File: config.mk
export PLATFORM = sky130hd
export DESIGN_NAME = pio_scsi_bridge
export DESIGN_NICKNAME = d
export VERILOG_FILES = /design/src/rtl/pio_pkg.sv /design/src/rtl/pio_addr_decode.sv /design/src/rtl/pio_xfer_ctrl.sv /design/src/rtl/pio_status_unit.sv /design/src/rtl/pio_scsi_bridge.sv
export SDC_FILE = /design/constraint.sdc
export NUM_CORES = 1
export LEC_CHECK = 0
export BUFFER_PORTS_ARGS = -buffer_cell sky130_fd_sc_hd__buf_2
export CELL_PAD_IN_SITES_DETAIL_PLACEMENT = 1
export CELL_PAD_IN_SITES_GLOBAL_PLACEMENT = 1
export CORE_MARGIN = 2
export CORE_UTILIZATION = 35
export DETAILED_ROUTE_END_ITERATION = 10
export PLACE_DENSITY_LB_ADDON = 0.12
export SETUP_SLACK_MARGIN = 0.15
export SLEW_MARGIN = 20
export SYNTH_ARGS = -nofsm -noshare
export SYNTH_HDL_FRONTEND = slang
export SYNTH_SLANG_ARGS = --single-unit
File: constraint.sdc
create_clock -name clk -period 5.2 [get_ports clk]
set_input_delay 0.26 -clock clk [delete_from_list [all_inputs] [get_ports clk]]
set_output_delay 0.26 -clock clk [all_outputs]
set_load 0.05 [all_outputs]
File: src/rtl/pio_pkg.sv
package pio_pkg;
  localparam int HOST_AW   = 17;
  localparam int DATA_W    = 8;
  localparam int LEN_W     = 16;
  localparam int CHIP_REGS = 16;
  localparam int IDX_W     = $clog2(CHIP_REGS);

  localparam logic [15:0] OFS_STATUS = 16'h0040;
  localparam logic [15:0] OFS_WIN    = 16'h0020;
  localparam int          WIN_LSB    = 3;          // window spans 2**WIN_LSB bytes
  localparam int          STAT_IRQ   = 6;
  localparam int          STAT_PEND  = 7;

  typedef enum logic [1:0] {
    RG_NONE = 2'd0,
    RG_CHIP = 2'd1,
    RG_STAT = 2'd2,
    RG_WIN  = 2'd3
  } region_e;
endpackage

File: src/rtl/pio_addr_decode.sv
module pio_addr_decode
  import pio_pkg::*;
#(
  parameter int AW = HOST_AW,
  parameter int IW = IDX_W
) (
  input  logic          clk,
  input  logic          rst_n,
  input  logic          req,
  input  logic [AW-1:0] addr,
  output region_e       region,
  output logic [IW-1:0] idx
);
  localparam int CHIP_SPAN = 2 * (1 << IW);

  logic [15:0] ofs;
  logic        in_io;

  assign ofs   = addr[15:0];
  assign in_io = req && addr[16];
  assign idx   = ofs[IW:1];

  always_comb begin
    region = RG_NONE;
    if (in_io) begin
      if (ofs < 16'(CHIP_SPAN) && !ofs[0])
        region = RG_CHIP;
      else if (ofs == OFS_STATUS)
        region = RG_STAT;
      else if (ofs[15:WIN_LSB] == OFS_WIN[15:WIN_LSB])
        region = RG_WIN;
    end
  end

  p_outside_io_r1: assert property (@(posedge clk) disable iff (!rst_n)
    (!req || !addr[16]) |-> region == RG_NONE);
  p_odd_chip_r2: assert property (@(posedge clk) disable iff (!rst_n)
    (region == RG_CHIP) |-> !addr[0]);
endmodule

File: src/rtl/pio_xfer_ctrl.sv
module pio_xfer_ctrl
  import pio_pkg::*;
#(
  parameter int LW = LEN_W
) (
  input  logic          clk,
  input  logic          rst_n,
  input  logic          start,
  input  logic          dir_in,
  input  logic [LW-1:0] len,
  input  logic          win_rd,
  input  logic          win_wr,
  input  logic          in_valid,
  input  logic          out_ready,
  output logic          in_ready,
  output logic          out_valid,
  output logic          pending,
  output logic          done
);
  logic [LW-1:0] off_q, size_q;
  logic          dir_q, done_q;
  logic          adv;

  assign pending   = off_q < size_q;
  assign in_ready  = win_rd && dir_q && pending;
  assign out_valid = win_wr && !dir_q && pending;
  assign adv       = (in_ready && in_valid) || (out_valid && out_ready);
  assign done      = done_q;

  always_ff @(posedge clk) begin
    if (!rst_n) begin
      off_q  <= '0;
      size_q <= '0;
      dir_q  <= 1'b0;
      done_q <= 1'b0;
    end else if (start) begin
      off_q  <= '0;
      size_q <= len;
      dir_q  <= dir_in;
      done_q <= 1'b0;
    end else begin
      done_q <= adv && (off_q + 1'b1 == size_q);
      if (adv) off_q <= off_q + 1'b1;
    end
  end

  p_off_bound_r9: assert property (@(posedge clk) disable iff (!rst_n)
    off_q <= size_q);
  p_done_single_r9: assert property (@(posedge clk) disable iff (!rst_n)
    done_q |=> !done_q);
  p_done_at_end_r9: assert property (@(posedge clk) disable iff (!rst_n)
    done_q |-> (off_q == size_q));
  p_idle_still_r10: assert property (@(posedge clk) disable iff (!rst_n)
    (!pending && !start) |=> $stable(off_q));
endmodule

File: src/rtl/pio_status_unit.sv
module pio_status_unit
  import pio_pkg::*;
(
  input  logic              clk,
  input  logic              rst_n,
  input  logic              irq_set,
  input  logic              stat_rd,
  input  logic              chip_irq,
  input  logic              pending,
  output logic              irq_any,
  output logic [DATA_W-1:0] status
);
  logic flag_q;

  always_ff @(posedge clk) begin
    if (!rst_n)       flag_q <= 1'b0;
    else if (irq_set) flag_q <= 1'b1;
    else if (stat_rd) flag_q <= 1'b0;
  end

  assign irq_any = chip_irq || flag_q;

  always_comb begin
    status            = '0;
    status[STAT_IRQ]  = irq_any;
    status[STAT_PEND] = pending;
  end

  p_clear_r5: assert property (@(posedge clk) disable iff (!rst_n)
    (stat_rd && !irq_set) |=> !flag_q);
  p_set_wins_r5: assert property (@(posedge clk) disable iff (!rst_n)
    irq_set |=> flag_q);
endmodule

File: src/rtl/pio_scsi_bridge.sv
module pio_scsi_bridge
  import pio_pkg::*;
#(
  parameter int AW = HOST_AW,
  parameter int DW = DATA_W,
  parameter int LW = LEN_W,
  parameter int IW = IDX_W
) (
  input  logic          clk,
  input  logic          rst_n,
  input  logic          host_req,
  input  logic          host_we,
  input  logic [AW-1:0] host_addr,
  input  logic [DW-1:0] host_wdata,
  output logic [DW-1:0] host_rdata,
  output logic          chip_sel,
  output logic          chip_we,
  output logic [IW-1:0] chip_idx,
  output logic [DW-1:0] chip_wdata,
  input  logic [DW-1:0] chip_rdata,
  input  logic          chip_irq,
  input  logic          board_irq_set,
  output logic          host_irq,
  output logic          dma_enable,
  output logic [DW-1:0] ctrl_byte,
  input  logic          xfer_start,
  input  logic          xfer_dir,
  input  logic [LW-1:0] xfer_len,
  output logic          xfer_done,
  input  logic          in_valid,
  output logic          in_ready,
  input  logic [DW-1:0] in_data,
  output logic          out_valid,
  input  logic          out_ready,
  output logic [DW-1:0] out_data
);
  region_e       region;
  logic [IW-1:0] idx;
  logic          pending;
  logic [7:0]    status;
  logic          stat_rd, stat_wr, win_rd, win_wr;
  logic          dma_q;
  logic [DW-1:0] ctrl_q;

  pio_addr_decode #(.AW(AW), .IW(IW)) u_dec (
    .clk(clk), .rst_n(rst_n), .req(host_req), .addr(host_addr),
    .region(region), .idx(idx)
  );

  assign stat_rd = (region == RG_STAT) && !host_we;
  assign stat_wr = (region == RG_STAT) && host_we;
  assign win_rd  = (region == RG_WIN) && !host_we;
  assign win_wr  = (region == RG_WIN) && host_we;

  pio_xfer_ctrl #(.LW(LW)) u_xfer (
    .clk(clk), .rst_n(rst_n), .start(xfer_start), .dir_in(xfer_dir),
    .len(xfer_len), .win_rd(win_rd), .win_wr(win_wr),
    .in_valid(in_valid), .out_ready(out_ready), .in_ready(in_ready),
    .out_valid(out_valid), .pending(pending), .done(xfer_done)
  );

  pio_status_unit u_stat (
    .clk(clk), .rst_n(rst_n), .irq_set(board_irq_set), .stat_rd(stat_rd),
    .chip_irq(chip_irq), .pending(pending), .irq_any(host_irq),
    .status(status)
  );

  always_ff @(posedge clk) begin
    if (!rst_n) begin
      dma_q  <= 1'b0;
      ctrl_q <= '0;
    end else if (stat_wr) begin
      dma_q  <= 1'b1;
      ctrl_q <= host_wdata;
    end
  end

  assign dma_enable = dma_q;
  assign ctrl_byte  = ctrl_q;
  assign chip_sel   = (region == RG_CHIP);
  assign chip_we    = chip_sel && host_we;
  assign chip_idx   = idx;
  assign chip_wdata = host_wdata;
  assign out_data   = host_wdata;

  always_comb begin
    host_rdata = '0;
    if (!host_we) begin
      case (region)
        RG_CHIP: host_rdata = chip_rdata;
        RG_STAT: host_rdata = status;
        RG_WIN:  host_rdata = (in_ready && in_valid) ? in_data : '0;
        default: host_rdata = '0;
      endcase
    end
  end

  p_dma_sticky_r3: assert property (@(posedge clk) disable iff (!rst_n)
    dma_enable |=> dma_enable);
  p_ready_needs_bytes_r7: assert property (@(posedge clk) disable iff (!rst_n)
    in_ready |-> pending);
  p_streams_excl_r8: assert property (@(posedge clk) disable iff (!rst_n)
    !(in_ready && out_valid));
endmodule

# After elaboration in Yosys (flattened, before gate mapping)

Cells that the tools add are included.

Input port bits: 67
Bits in registers: 44
Output and inout bits: 43
Word-level logic and storage cells: 47

Reduce and logical (&&, ||, !) cells: 21
Equal/unequal tests: 6
Add/subtract/negate cells: 1
Bitwise gates (word level): 1
Muxes and demuxes: 9
$lt $le $gt $ge: 2

Operator list:

| kind                  | number |
|---|---|
| $pmux 8 s3            | 1 |
| $add 16x1->16 const B | 1 |
| $eq 16x16->1          | 1 |
| $eq 16x7->1 const B   | 1 |
| $lt 16x16->1          | 1 |
| $lt 16x6->1 const B   | 1 |
| $mux 8                | 2 |
| $logic_and 1x1->1     | 14 |
| $eq 13x3->1 const B   | 1 |
| $mux 2                | 4 |
| $eq 2x2->1 const B    | 2 |
| $logic_not 1->1       | 3 |
| $eq 2x1->1 const B    | 1 |
| $logic_or 1x1->1      | 2 |
| $mux 1                | 2 |
| $reduce_bool 2->1     | 1 |
| $reduce_or 2->1       | 1 |
| $not 1->1             | 1 |

# Logic depth before layout (Yosys ltp)

Gate-level depths: netlist (run 1).

Word-level depth: 13
Mapped depth: 10
Depth with buffers taken out: 8

# By module

From an unflattened synthesis (run 1), not the netlist that was laid out.

Cells, all modules: 387
Area total of the unflattened synthesis: 3,211.8 um2

By module, submodules not included:

| module          | area an instance (um2) | cells each | seq. area each (um2) | instances |
|---|---|---|---|---|
| pio_xfer_ctrl   | 2,333.5                | 277        | 680.7                | 1 |
| pio_scsi_bridge | 653.1                  | 82         | 180.2                | 1 |
| pio_addr_decode | 113.9                  | 15         | 0.0                  | 1 |
| pio_status_unit | 111.4                  | 13         | 20.0                 | 1 |

# Least setup slack after synthesis (run 1)

OpenSTA, ideal clock, no wires.

Kind: input to output
From: input port host_addr[13]
To: output port host_rdata[6]
Path slack: 1,926 ps
Buffers on the path: 0
Required time: 4,940 ps
Cell stages on the path: 5
Arrival time: 3,014 ps
Path through: or4_4 nand4bb_4 nor2_1 a22oi_1 a21oi_1

Elaborated cells on any way between the ends: 18
Classes of those cells: order compare: 1; eq/ne: 5; mux: 7; reduce/logical: 5

RTL lines:

| what                                                | line                  | source |
|---|---|---|
| from (decl)                                         | pio_scsi_bridge.sv:13 | `input logic [AW-1:0] host_addr,` |
| branches (longest 3 deep; another with $lt 16x6->1) | -                     |  |
| $mux 2 *                                            | pio_addr_decode.sv:26 | `if (ofs < 16'(CHIP_SPAN) && !ofs[0])` |
| $mux 2 *                                            | pio_addr_decode.sv:25 | `if (in_io) begin` |
| $eq 2x1->1 *                                        | -                     |  |
| via chip_sel                                        | pio_scsi_bridge.sv:16 | `output logic chip_sel,` |
| $pmux 8 s3 *                                        | pio_scsi_bridge.sv:89 | `case (region)` |
| $mux 8 *                                            | pio_scsi_bridge.sv:88 | `if (!host_we) begin` |
| to (decl)                                           | pio_scsi_bridge.sv:15 | `output logic [DW-1:0] host_rdata,` |

Mark *: on every way through the listed nets, which the timed path passes.

# Worst setup path after layout (run 1)

From: register u_xfer.off_q[13]
To: output port host_rdata[6]

Word-level cells in the longest chain between the ends: 6

RTL lines:

| what                   | line                  | source |
|---|---|---|
| from (decl)            | pio_xfer_ctrl.sv:20   | `logic [LW-1:0] off_q, size_q;` |
| from (signal assigned) | pio_xfer_ctrl.sv:43   | `if (adv) off_q <= off_q + 1'b1;` |
| $lt 16x16->1           | pio_xfer_ctrl.sv:24   | `assign pending = off_q < size_q;` |
| $logic_and 1x1->1      | pio_xfer_ctrl.sv:25   | `assign in_ready = win_rd && dir_q && pending;` |
| $logic_and 1x1->1      | pio_scsi_bridge.sv:92 | `RG_WIN: host_rdata = (in_ready && in_valid) ? in_data : '0;` |
| $mux 8                 | pio_scsi_bridge.sv:92 |  |
| $pmux 8 s3             | pio_scsi_bridge.sv:89 |  |
| $mux 8                 | pio_scsi_bridge.sv:88 |  |

No other way between the ends.

==> flow_summary.rst, run 1 <==
.. list-table::
   :header-rows: 1

   * - Metric
     - Value
   * - Ratio of final minimum period to clock period
     - 57.6%
   * - Clk pwr share
     - 37.6%
   * - Top-area cell type share of the netlist area
     - 28.9%
   * - Final setup margin
     - 2.20 ns
   * - Terminating pin of the worst hold path
     - u_stat.flag_q
   * - First-pass GRT wire length
     - 14,000 um
   * - Main flop type after synthesis
     - sky130_fd_sc_hd__dfxtp_1
   * - Library cell used as clock root buffer
     - sky130_fd_sc_hd__clkbuf_8
   * - Post-route total power
     - 0.768 mW
   * - Total routing usage reported by global routing
     - 17.7%
   * - Number of nets in the final layout
     - 528
   * - Fillcell total
     - 1,091
   * - Mean number of vias per cell
     - 5.13
   * - Most used standard cells in the synthesized netlist
     - 44 x sky130_fd_sc_hd__dfxtp_1, 29 x sky130_fd_sc_hd__nor2b_1, 28 x sky130_fd_sc_hd__mux2i_1
   * - Vertical extent of the die
     - 97.2 um
   * - Start point of the worst hold path
     - board_irq_set
   * - Maximum Capacitance Violations
     - 0
   * - Post-Syn Instances
     - 366
   * - Switching component of the power
     - 0.203 mW
   * - Post-CTS setup repair buffer count
     - 0
   * - Clock sink count
     - 44
   * - Global-route congestion overflow total
     - 0
   * - Total non-filler cell area in the finished layout
     - 0.00364 mm2
   * - Worst Path Class, Setup
     - flop to primary output
   * - Yosys cell types
     - 52
   * - Clock Latency Late Sink
     - 0.30 ns
   * - Iter 0 DRT Violations
     - 75
   * - Net Sw Frac
     - 26.4%
   * - Core region area
     - 0.00859 mm2
   * - Number of antenna violations at the first check in global routing
     - 0
   * - Clock tree from TritonCTS
     - built
   * - Total CTS buffers
     - 5
   * - Hold depth
     - 3
   * - Count of endpoints failing setup in the final report
     - 0
   * - Highest fanout seen on the critical path
     - 9
   * - CTS clock-pin slew for the worst setup and hold paths
     - 0.09 ns
   * - Syn-to-layout area delta
     - 19.5%
   * - Placed cells
     - 544
   * - Placed inst area
     - 0.00350 mm2
   * - Leading post-synthesis cells by cell area
     - sky130_fd_sc_hd__dfxtp_1 29%, sky130_fd_sc_hd__mux2i_1 9.2%, sky130_fd_sc_hd__ha_1 7.0%
   * - Number of diodes added for antenna fixing
     - 0
   * - Post-synth EDFFs
     - 0
   * - Global routing met2 resource utilization
     - 31.7%
   * - Layout Utilization
     - 42.3%
   * - Number of levels in the clock H-tree
     - 2
   * - Reg2Reg Depth
     - 8
   * - Status
     - finished clean
   * - Critical R2R Launch
     - u_xfer.off_q[13]
   * - Layer with the highest usage after global routing
     - met2
   * - Peak supply drop
     - 0.102 mV
   * - Worst reg2reg path endpoint
     - u_xfer.off_q[12]
   * - Buffer depth of the longest clock path
     - 2
   * - Final wirelength
     - 8320 um
   * - Die Footprint
     - 0.00946 mm2
   * - Worst-case register-to-register setup slack
     - 2.24 ns
   * - Met3 demand-to-capacity share in global routing
     - 2.73%
   * - Initial core utilization
     - 35.4%
   * - Count of endpoints failing hold in the final timing report
     - 0
   * - CP Data Arrival Time
     - 2.74 ns
   * - Maximum number of pins on one net before global-route repair
     - 32
   * - Hold WS
     - 0.206 ns
   * - Worst slack, placed
     - 1.69 ns
   * - Most common cell in the netlist
     - sky130_fd_sc_hd__dfxtp_1
   * - Post-DP HPWL
     - 6670 um
   * - Static leakage
     - 1.53 nW
   * - Vias in the first global route
     - 2,875
   * - Routability cong.
     - 0.783
   * - Max frequency
     - 0.334 GHz
   * - Unrepaired setup endpoints after global routing
     - false
   * - Asr flop ratio synth
     - 0%
   * - Worst EP required
     - 4.94 ns
   * - Die extent in x
     - 97.2 um
   * - Internal power consumption
     - 0.566 mW
   * - HP Class
     - input port to flop
   * - Site row count
     - 34
   * - Max-slew headroom at the worst pin
     - 49.5%
   * - Aggregate negative setup slack
     - 0 ns
   * - Post-cts repair resize count
     - 0
   * - Area of the mapped netlist
     - 0.00304 mm2
   * - Min Clock Period, post-route
     - 3.00 ns
   * - Kind of end point of the critical path
     - primary output
   * - Sequential share of power
     - 46.0%
   * - Post-Syn Area per Cell
     - 8.31 um2
   * - WL/cell
     - 15.0 um
   * - Synth Warn #
     - 0
   * - Total via count after detailed routing
     - 2,838
   * - Sort of element at the start of the critical path
     - flop
   * - Slew at the pin closest to its max-slew limit
     - 0.751 ns
   * - Pre-antenna DRT Iters
     - 4
   * - Quantity of hold-fixing buffers added after cts
     - 0
   * - Fin. max-slew vios
     - 0
   * - Leading area contributor after synthesis
     - sky130_fd_sc_hd__dfxtp_1
   * - Boundary pin count
     - 110
   * - Share of layout cells above drive strength 1
     - 28.1%
   * - Remaining design rule violation count
     - 0
   * - Number of nets produced by synthesis
     - 450
   * - Port Buf Inserts
     - 109
   * - Remaining antenna violation count
     - 0
   * - GR Layer Usage met1
     - 22.6%
   * - Sequential cell area fraction in the yosys report
     - 28.9%
   * - Setup skew after layout
     - 0.00703 ns
   * - Flops & latches, synth
     - 44
   * - Share of total power in combinational logic
     - 16.4%
   * - Power per cell area
     - 211 mW/mm2
   * - Post-route non-filler standard cell count
     - 553
==> per-layer routing <==
| layer | part of all wire (%) | wire (um) |
|---|---|---|
| met2 | 51 | 4220 |
| met5 | 0 | 0 |
| met4 | 1.2 | 100 |
| met3 | 3.3 | 273 |
| met1 | 45 | 3730 |
==> cell type report <==
| cell class | instances | area, um2 | share of cell area (%) |
|---|---|---|---|
| Clock buffer | 7 | 96.3 | 2.65 |
| Clock inverter | 1 | 30.0 | 0.826 |
| Inverter | 19 | 71.3 | 1.96 |
| Multi-Input combinational cell | 264 | 1870 | 51.3 |
| Sequential cell | 44 | 881 | 24.2 |
| Tap cell | 108 | 135 | 3.72 |
| Timing Repair Buffer | 110 | 557 | 15.3 |
==> cells by family (layout without fill, tap and decap cells) <==
group / Yosys count / in the layout / synth area share, %
simple gates: 130 / 130 / 25.0
compound gates: 69 / 69 / 14.4
buf+inv: 58 / 137 / 9.74
flops: 44 / 44 / 28.9
mux: 28 / 28 / 9.21
xor+xnor: 20 / 20 / 5.76
fa+ha+maj: 17 / 17 / 6.99
==> worst max path at each step <==
stage / start / end / slack [ns] / depth (start not counted)
floorplan: host_addr[13] / host_rdata[6] / 1.93 / 5
global placement: u_xfer.size_q[13] / u_xfer.off_q[12] / 1.83 / 8
detailed placement: u_xfer.off_q[13] / u_xfer.off_q[9] / 1.69 / 7
CTS: u_xfer.off_q[13] / u_xfer.off_q[9] / 1.67 / 7
global route: u_xfer.size_q[14] / host_rdata[6] / 1.87 / 9
finish: u_xfer.off_q[13] / host_rdata[6] / 2.20 / 8
==> worst max-delay path: stages, from the launching register on <==
cell	delay, ns
sky130_fd_sc_hd__dfxtp_1	0.44
sky130_fd_sc_hd__ha_1	0.28
sky130_fd_sc_hd__a211oi_1	0.21
sky130_fd_sc_hd__nor2_1	0.07
sky130_fd_sc_hd__nor4_1	0.40
sky130_fd_sc_hd__and4_1	0.47
sky130_fd_sc_hd__nand3_1	0.12
sky130_fd_sc_hd__a21oi_1	0.15
sky130_fd_sc_hd__buf_2	0.28
==> power groups by stage <==
stage / sequential (mW) / combinational [mW] / clock (mW)
finish: 0.353 / 0.126 / 0.289
global route: 0.355 / 0.138 / 0.315
CTS: 0.353 / 0.128 / 0.299
detailed placement: 0.361 / 0.128 / 0
global placement: 0.361 / 0.125 / 0
floorplan: 0.358 / 0.0928 / 0
==> flip-flops by register name, summed over array words and instances, names as in the netlist <==
name           cells
u_stat.flag_q      1
dma_enable         1
u_xfer.dir_q       1
ctrl_byte          8
u_xfer.done        1
u_xfer.size_q     16
u_xfer.off_q      16
==> cells in the final DEF, fill, tap and decap left out, types with 13 or more instances in the layout <==
| cell type | netlist | routed |
|---|---|---|
| sky130_fd_sc_hd__ha_1 | 17 | 17 |
| sky130_fd_sc_hd__inv_1 | 19 | 19 |
| sky130_fd_sc_hd__buf_2 | 2 | 109 |
| sky130_fd_sc_hd__a21oi_1 | 23 | 23 |
| sky130_fd_sc_hd__nor2b_1 | 29 | 29 |
| sky130_fd_sc_hd__xnor2_1 | 13 | 13 |
| sky130_fd_sc_hd__dfxtp_1 | 44 | 44 |
| sky130_fd_sc_hd__nand3_1 | 14 | 14 |
| sky130_fd_sc_hd__nand2_1 | 16 | 16 |
| sky130_fd_sc_hd__nor2_1 | 18 | 18 |
| sky130_fd_sc_hd__or3_1 | 13 | 13 |
| sky130_fd_sc_hd__mux2i_1 | 28 | 28 |
No activity file was read; power rests on OpenSTA's default activity.
==> run 2: changes to the inputs <==
- CORE_UTILIZATION: 35 -> 33
- clock period: 5.2 -> 2.5 ns (I/O delays scaled with it)
==> run 2 against run 1 <==
  * First-iteration DRC count fell by 21%
  * Combinational power rose to 2.5 times the previous value
  * Final cell count is 8.0% higher
  * Critical path depth grew 2
  * Core utilization is 7.0 points higher
  * Worst setup slack got worse by 2.2 ns
  * Power is 110% higher
  * Global-route usage increased by 2.4 points
  * Die area up 5.8%
==> flow_summary.rst, run 2 (synthesized netlist as in run 1, its figures left out) <==
.. list-table::
   :header-rows: 1

   * - Metric
     - Value
   * - Fin. max-slew vios
     - 0 (unchanged)
   * - Fillcell total
     - 1,090 (was 1,091)
   * - Number of diodes added for antenna fixing
     - 0 (unchanged)
   * - Clock tree from TritonCTS
     - built (unchanged)
   * - Unrepaired setup endpoints after global routing
     - true (was false)
   * - Sequential share of power
     - 44.8% (was 46.0%)
   * - Share of total power in combinational logic
     - 19.5% (was 16.4%)
   * - Detailed-routing wirelength on met1
     - 4550 um (was 3730 um)
   * - Most common cell after layout, fill and taps aside
     - sky130_fd_sc_hd__buf_2 (unchanged)
   * - Worst EP required
     - 2.74 ns (was 4.94 ns)
   * - Switching component of the power
     - 0.482 mW (was 0.203 mW)
   * - Site row count
     - 35 (was 34)
   * - Ratio of final minimum period to clock period
     - 98.8%
   * - Die extent in x
     - 100 um (was 97.2 um)
   * - Worst Path Class, Setup
     - flop to flop (was flop to primary output)
   * - Maximum number of pins on one net before global-route repair
     - 28 (was 32)
   * - Net Sw Frac
     - 29.5% (was 26.4%)
   * - Total CTS buffers
     - 5 (unchanged)
   * - Global-route congestion overflow total
     - 0 (unchanged)
   * - Post-DP HPWL
     - 7320 um (was 6670 um)
   * - Boundary pin count
     - 110 (unchanged)
   * - Register area
     - 913 um2 (was 881 um2)
   * - Count of endpoints failing hold in the final timing report
     - 0 (unchanged)
   * - HP Class
     - input port to flop (unchanged)
   * - Placed cells
     - 576 (was 544)
   * - Placed inst area
     - 0.00378 mm2 (was 0.00350 mm2)
   * - Count of endpoints failing setup in the final report
     - 0 (unchanged)
   * - Buffer depth of the longest clock path
     - 2 (unchanged)
   * - Initial core utilization
     - 33.4% (was 35.4%)
   * - Static leakage
     - 1.83 nW (was 1.53 nW)
   * - Core region area
     - 0.00911 mm2 (was 0.00859 mm2)
   * - Remaining design rule violation count
     - 0 (unchanged)
   * - Mean number of vias per cell
     - 5.12 (was 5.13)
   * - Highest signal layer in the routed design
     - met4 (unchanged)
   * - CTS clock-pin slew for the worst setup and hold paths
     - 0.10 ns (was 0.09 ns)
   * - Met2 wire length
     - 5390 um (was 4220 um)
   * - Clock Latency Late Sink
     - 0.30 ns (about the same)
   * - Final wirelength
     - 10,200 um (was 8320 um)
   * - Library cell used as clock root buffer
     - sky130_fd_sc_hd__clkbuf_8 (unchanged)
   * - Aggregate negative setup slack
     - 0 ns (unchanged)
   * - First-pass GRT wire length
     - 15,800 um (was 14,000 um)
   * - Kind of end point of the critical path
     - flop (was primary output)
   * - Routability cong.
     - 0.754 (was 0.783)
   * - Status
     - finished clean (unchanged)
   * - Vertical extent of the die
     - 100 um (was 97.2 um)
   * - Post-route non-filler standard cell count
     - 597 (was 553)
   * - Pre-antenna DRT Iters
     - 4 (unchanged)
   * - Detailed route wirelength on metal3
     - 244 um (was 273 um)
   * - Slew at the pin closest to its max-slew limit
     - 0.590 ns (was 0.751 ns)
   * - Total routing usage reported by global routing
     - 20.0% (was 17.7%)
   * - Maximum Capacitance Violations
     - 0 (unchanged)
   * - Die Footprint
     - 0.0100 mm2 (was 0.00946 mm2)
   * - Vias in the first global route
     - 3,133 (was 2,875)
   * - Setup skew after layout
     - 0.00645 ns (was 0.00703 ns)
   * - WL/cell
     - 17.1 um (was 15.0 um)
   * - Remaining antenna violation count
     - 0 (unchanged)
   * - Sort of element at the start of the critical path
     - flop (unchanged)
   * - Iter 0 DRT Violations
     - 59 (was 75)
   * - Multi-input gate area
     - 0.00228 mm2 (was 0.00187 mm2)
   * - Syn-to-layout area delta
     - 47.5% (was 19.5%)
   * - Commonest cells after routing, fill and taps aside
     - 99 x sky130_fd_sc_hd__buf_2, 33 x sky130_fd_sc_hd__buf_4, 28 x sky130_fd_sc_hd__mux2i_1, 28 x sky130_fd_sc_hd__nor2b_1, 22 x sky130_fd_sc_hd__dfxtp_1 (was 109 x sky130_fd_sc_hd__buf_2, 44 x sky130_fd_sc_hd__dfxtp_1, 29 x sky130_fd_sc_hd__nor2b_1, 28 x sky130_fd_sc_hd__mux2i_1, 23 x sky130_fd_sc_hd__a21oi_1)
   * - Number of antenna violations at the first check in global routing
     - 0 (unchanged)
   * - Peak supply drop
     - 0.238 mV (was 0.102 mV)
   * - Total via count after detailed routing
     - 3,056 (was 2,838)
   * - Min Clock Period, post-route
     - 2.47 ns
   * - Max frequency
     - 0.405 GHz
   * - Share of layout cells above drive strength 1
     - 51.6% (was 28.1%)
   * - Highest fanout seen on the critical path
     - 7 (was 9)
   * - Clk pwr share
     - 35.7% (was 37.6%)
   * - Clock sink count
     - 44 (unchanged)
   * - Number of levels in the clock H-tree
     - 2 (unchanged)
   * - Total non-filler cell area in the finished layout
     - 0.00449 mm2 (was 0.00364 mm2)
   * - Internal power consumption
     - 1.15 mW (was 0.566 mW)
   * - Max-slew headroom at the worst pin
     - 60.7% (was 49.5%)
   * - Layout Utilization
     - 49.3% (was 42.3%)
   * - CP Data Arrival Time
     - 2.71 ns (was 2.74 ns)
   * - Power per cell area
     - 364 mW/mm2 (was 211 mW/mm2)
   * - Number of nets in the final layout
     - 569 (was 528)
   * - Port Buf Inserts
     - 109 (unchanged)
[run 2: cell count changes in the layout (fill, tap and decap cells not counted), sizes merged]
cell      previous run  this run
and4                 3         4
buf                110       150
clkbuf               7         5
clkinvlp             0         1
inv                 19        20
[run 2: power by group through the flow]
| stage | sequential (mW) | combinational [mW] | clock (mW) |
|---|---|---|---|
| floorplan | 0.745 | 0.194 | 0 |
| global placement | 0.747 | 0.281 | 0 |
| detailed placement | 0.748 | 0.286 | 0 |
| CTS | 0.732 | 0.312 | 0.606 |
| global route | 0.736 | 0.343 | 0.632 |
| finish | 0.733 | 0.318 | 0.584 |
[run 2: area by class of cell]
class                           count  share of cell area, %
Multi-Input combinational cell    265                   50.7
Timing Repair Buffer              150                   21.7
Sequential cell                    44                   20.3
Tap cell                          111                   3.09
Inverter                           19                   1.59
Clock buffer                        5                   1.53
Clock inverter                      3                   1.03
[run 2: worst paths after layout]
check,start,to,slack [ns],depth (start not counted)
hold / removal,board_irq_set,u_stat.flag_q,0.05,3
hold reg to reg,dma_enable,dma_enable,0.48,1
setup reg to reg,u_xfer.off_q[1],u_xfer.off_q[11],0.03,10
setup / recovery,u_xfer.off_q[1],u_xfer.off_q[11],0.03,10
[run 2: per-layer routing]
| layer | GRT usage [%] | up-vias |
|---|---|---|
| li1 | - | 1523 |
| met1 | 25.2 | 1481 |
| met3 | 2.92 | 4 |
| met2 | 36.6 | 48 |
| met5 | 0 | - |
| met4 | 3.48 | 0 |
[run 2: what timing repair did]
action	CTS	global route
gates cloned	3	0
pin swaps	42	8
buffers inserted	7	3
hold buffers	0	0
endpoints found under the setup margin	21	27
gates resized for setup	95	25
[run 2: critical path: stages, from the launching register on]
cell and delay, ns:
sky130_fd_sc_hd__dfxtp_4 0.37, sky130_fd_sc_hd__ha_4 0.23, sky130_fd_sc_hd__nor2b_4 0.12, sky130_fd_sc_hd__o211a_1 0.24, sky130_fd_sc_hd__o211ai_1 0.16, sky130_fd_sc_hd__buf_4 0.17
sky130_fd_sc_hd__buf_6 0.10, sky130_fd_sc_hd__nand4_1 0.17, sky130_fd_sc_hd__buf_6 0.22, sky130_fd_sc_hd__or4_4 0.51, sky130_fd_sc_hd__a21oi_2 0.12
[run 2: through the flow]
step,total power [mW],hold slack [ns],setup slack (ns)
2_1_floorplan,0.939,0.253,0.124
3_3_place_gp,1.03,0.354,-0.318
3_5_place_dp,1.03,0.372,-0.302
4_1_cts,1.65,0.0471,0.0439
5_1_grt,1.71,0.0667,-0.107
6_report,1.63,0.0528,0.0309
==> run 3: changes to the inputs <==
- RECOVER_POWER: unset -> 50
==> run 3 against run 2 <==
  * Power shrank 0.28%
  * Via count is essentially flat
  * Worst hold slack lost 0.0022 ns
  * Clock-buffer cell count is the same
  * First-iteration DRC count shrank 3.4%
  * Critical endpoint is now host_rdata[4]
  * Combinational power shrank 1%
  * Core utilization shrank 0.32 points
  * Final area shrank 0.64%
  * Worst setup slack lost 0.037 ns
  * Global-route usage is the same
  * The run now ends with setup timing left
  * Highest routed layer unchanged
==> flow_summary.rst, run 3 (synthesized netlist as in run 1, its figures left out) <==
.. list-table::
   :header-rows: 1

   * - Metric
     - Value
   * - Status
     - finished, violations left (was finished clean)
   * - Failing checks
     - setup timing
   * - Total CTS buffers
     - 5 (unchanged)
   * - Highest fanout seen on the critical path
     - 5 (was 7)
   * - Number of antenna violations at the first check in global routing
     - 0 (unchanged)
   * - Fillcell total
     - 1,110 (was 1,090)
   * - Count of endpoints failing setup in the final report
     - 3 (was 0)
   * - CP Data Arrival Time
     - 2.38 ns (was 2.71 ns)
   * - Final wirelength
     - 10,200 um (about the same)
   * - CTS clock-pin slew for the worst setup and hold paths
     - 0.10 ns (about the same)
   * - Total via count after detailed routing
     - 3,055 (was 3,056)
   * - Quantity of hold-fixing buffers added after cts
     - 0 (unchanged)
   * - Total routing usage reported by global routing
     - 20.0% (unchanged)
   * - Boundary pin count
     - 110 (unchanged)
   * - Power per cell area
     - 365 mW/mm2 (was 364 mW/mm2)
   * - Placed inst area
     - 0.00378 mm2 (unchanged)
   * - WL/cell
     - 17.1 um (about the same)
   * - Site row count
     - 35 (unchanged)
   * - Post-DP HPWL
     - 7320 um (unchanged)
   * - Worst Path Class, Setup
     - flop to primary output (was flop to flop)
   * - Register area
     - 910 um2 (was 913 um2)
   * - Clk pwr share
     - 35.8% (was 35.7%)
   * - Most common cell after layout, fill and taps aside
     - sky130_fd_sc_hd__buf_2 (unchanged)
   * - Clock tree from TritonCTS
     - built (unchanged)
   * - Fin. max-slew vios
     - 0 (unchanged)
   * - Net Sw Frac
     - 29.7% (was 29.5%)
   * - Maximum number of pins on one net before global-route repair
     - 28 (unchanged)
   * - Internal power consumption
     - 1.15 mW (about the same)
   * - Mean number of vias per cell
     - 5.12 (about the same)
   * - Kind of end point of the critical path
     - primary output (was flop)
   * - Vias in the first global route
     - 3,133 (unchanged)
   * - Pre-antenna DRT Iters
     - 4 (unchanged)
   * - Initial core utilization
     - 33.4% (unchanged)
   * - Slew at the pin closest to its max-slew limit
     - 0.603 ns (was 0.590 ns)
   * - Layout Utilization
     - 49.0% (was 49.3%)
   * - Buffer depth of the longest clock path
     - 2 (unchanged)
   * - Commonest cells after routing, fill and taps aside
     - 79 x sky130_fd_sc_hd__buf_2, 33 x sky130_fd_sc_hd__buf_4, 28 x sky130_fd_sc_hd__mux2i_1, 28 x sky130_fd_sc_hd__nor2b_1, 25 x sky130_fd_sc_hd__dfxtp_1 (was 99 x sky130_fd_sc_hd__buf_2, 33 x sky130_fd_sc_hd__buf_4, 28 x sky130_fd_sc_hd__mux2i_1, 28 x sky130_fd_sc_hd__nor2b_1, 22 x sky130_fd_sc_hd__dfxtp_1)
   * - Multi-input gate area
     - 0.00228 mm2 (unchanged)
   * - Library cell used as clock root buffer
     - sky130_fd_sc_hd__clkbuf_8 (unchanged)
   * - Maximum Capacitance Violations
     - 0 (unchanged)
   * - Peak supply drop
     - 0.238 mV (about the same)
   * - Routability cong.
     - 0.754 (unchanged)
   * - Switching component of the power
     - 0.483 mW (was 0.482 mW)
   * - Min Clock Period, post-route
     - 2.51 ns (was 2.47 ns)
   * - Max frequency
     - 0.399 GHz (was 0.405 GHz)
   * - Count of endpoints failing hold in the final timing report
     - 0 (unchanged)
   * - Remaining design rule violation count
     - 0 (unchanged)
   * - Ratio of final minimum period to clock period
     - 100% (was 98.8%)
   * - Max-slew headroom at the worst pin
     - 60.0% (was 60.7%)
   * - Number of diodes added for antenna fixing
     - 0 (unchanged)
   * - Worst EP required
     - 2.38 ns (was 2.74 ns)
   * - First-pass GRT wire length
     - 15,800 um (unchanged)
   * - Unrepaired setup endpoints after global routing
     - true (unchanged)
   * - Vertical extent of the die
     - 100 um (unchanged)
   * - Static leakage
     - 1.78 nW (was 1.83 nW)
   * - Die extent in x
     - 100 um (unchanged)
   * - Iter 0 DRT Violations
     - 57 (was 59)
   * - Die Footprint
     - 0.0100 mm2 (unchanged)
   * - Core region area
     - 0.00911 mm2 (unchanged)
   * - Final setup margin
     - -0.00653 ns (was 0.0309 ns)
   * - Number of levels in the clock H-tree
     - 2 (unchanged)
   * - Port Buf Inserts
     - 109 (unchanged)
   * - Syn-to-layout area delta
     - 46.6% (was 47.5%)
   * - Remaining antenna violation count
     - 0 (unchanged)
   * - Clock Latency Late Sink
     - 0.30 ns (about the same)
   * - Total non-filler cell area in the finished layout
     - 0.00446 mm2 (was 0.00449 mm2)
   * - Global-route congestion overflow total
     - 0 (unchanged)
   * - Share of total power in combinational logic
     - 19.3% (was 19.5%)
   * - Setup skew after layout
     - 0.00562 ns (was 0.00645 ns)
   * - Share of layout cells above drive strength 1
     - 46.9% (was 51.6%)
   * - Sequential share of power
     - 44.9% (was 44.8%)
   * - Number of nets in the final layout
     - 569 (unchanged)
   * - HP Class
     - input port to flop (unchanged)
   * - Sort of element at the start of the critical path
     - flop (unchanged)
   * - Clock sink count
     - 44 (unchanged)
-- run 3: cell count changes in the layout (fill, tap and decap cells not counted), sizes merged --
| cell | previous run | this run |
|---|---|---|
| buf | 150 | 130 |
| clkbuf | 5 | 25 |
-- run 3: metrics by stage --
stage / std cells / hold slack, ns / setup TNS [ns] / setup WS (ns) / power (mW)
after CTS: 594 / 0.0471 / 0 / 0.0439 / 1.65
final: 597 / 0.0507 / -0.0124 / -0.00653 / 1.63
after global placement: 576 / 0.354 / -0.332 / -0.318 / 1.03
after detailed placement: 576 / 0.372 / -0.480 / -0.302 / 1.03
after global routing: 597 / 0.0667 / -1.38 / -0.107 / 1.71
after floorplan: 366 / 0.253 / 0 / 0.124 / 0.939
-- run 3: layout make-up --
| class | instances | share of cell area (%) |
|---|---|---|
| timing repair buffer | 150 | 21.3 |
| inverter | 19 | 1.60 |
| clock buffer | 5 | 1.54 |
| multi-input combinational | 265 | 51.1 |
| clock inverter | 3 | 1.04 |
| sequential | 44 | 20.4 |
| tap | 111 | 3.11 |
-- run 3: routing by layer --
metal / vias up / GRT usage, % / share of wire [%]
met5: - / 0 / 0
met3: 7 / 2.92 / 2.5
met1: 1471 / 25.2 / 44
met2: 54 / 36.6 / 53
met4: 0 / 3.48 / 0.67
li1: 1523 / - / -
-- run 3: worst paths after layout --
path                    start                to  slack [ns]  depth (start not counted)
min             board_irq_set     u_stat.flag_q        0.05                          3
max          u_xfer.size_q[7]     host_rdata[4]      -0.007                          9
min reg2reg        dma_enable        dma_enable        0.48                          1
max reg2reg  u_xfer.size_q[7]  u_xfer.off_q[11]        0.02                          9
-- run 3: timing repair --
action                                  4_1_cts  5_1_grt
cloned                                        3        0
buffers inserted                              7        3
pin swaps                                    42        8
gates resized for setup                      95       25
endpoints found under the setup margin       21       27
-- run 3: power by group through the flow --
stage | logic [mW] | registers [mW] | clock network (mW)
2_1_floorplan | 0.194 | 0.745 | 0
3_5_place_dp | 0.286 | 0.748 | 0
5_1_grt | 0.339 | 0.735 | 0.632
6_report | 0.314 | 0.732 | 0.584
4_1_cts | 0.312 | 0.732 | 0.606
3_3_place_gp | 0.281 | 0.747 | 0
-- run 3: worst max-delay path, cell delays in order (launching register included) --
cell and delay [ns]:
sky130_fd_sc_hd__dfxtp_1 0.42, sky130_fd_sc_hd__inv_1 0.11, sky130_fd_sc_hd__ha_1 0.33, sky130_fd_sc_hd__a21oi_1 0.15
sky130_fd_sc_hd__o21ai_0 0.13, sky130_fd_sc_hd__nand2_1 0.20, sky130_fd_sc_hd__and4_4 0.33, sky130_fd_sc_hd__a32oi_2 0.12
sky130_fd_sc_hd__nor2_2 0.12, sky130_fd_sc_hd__buf_6 0.17
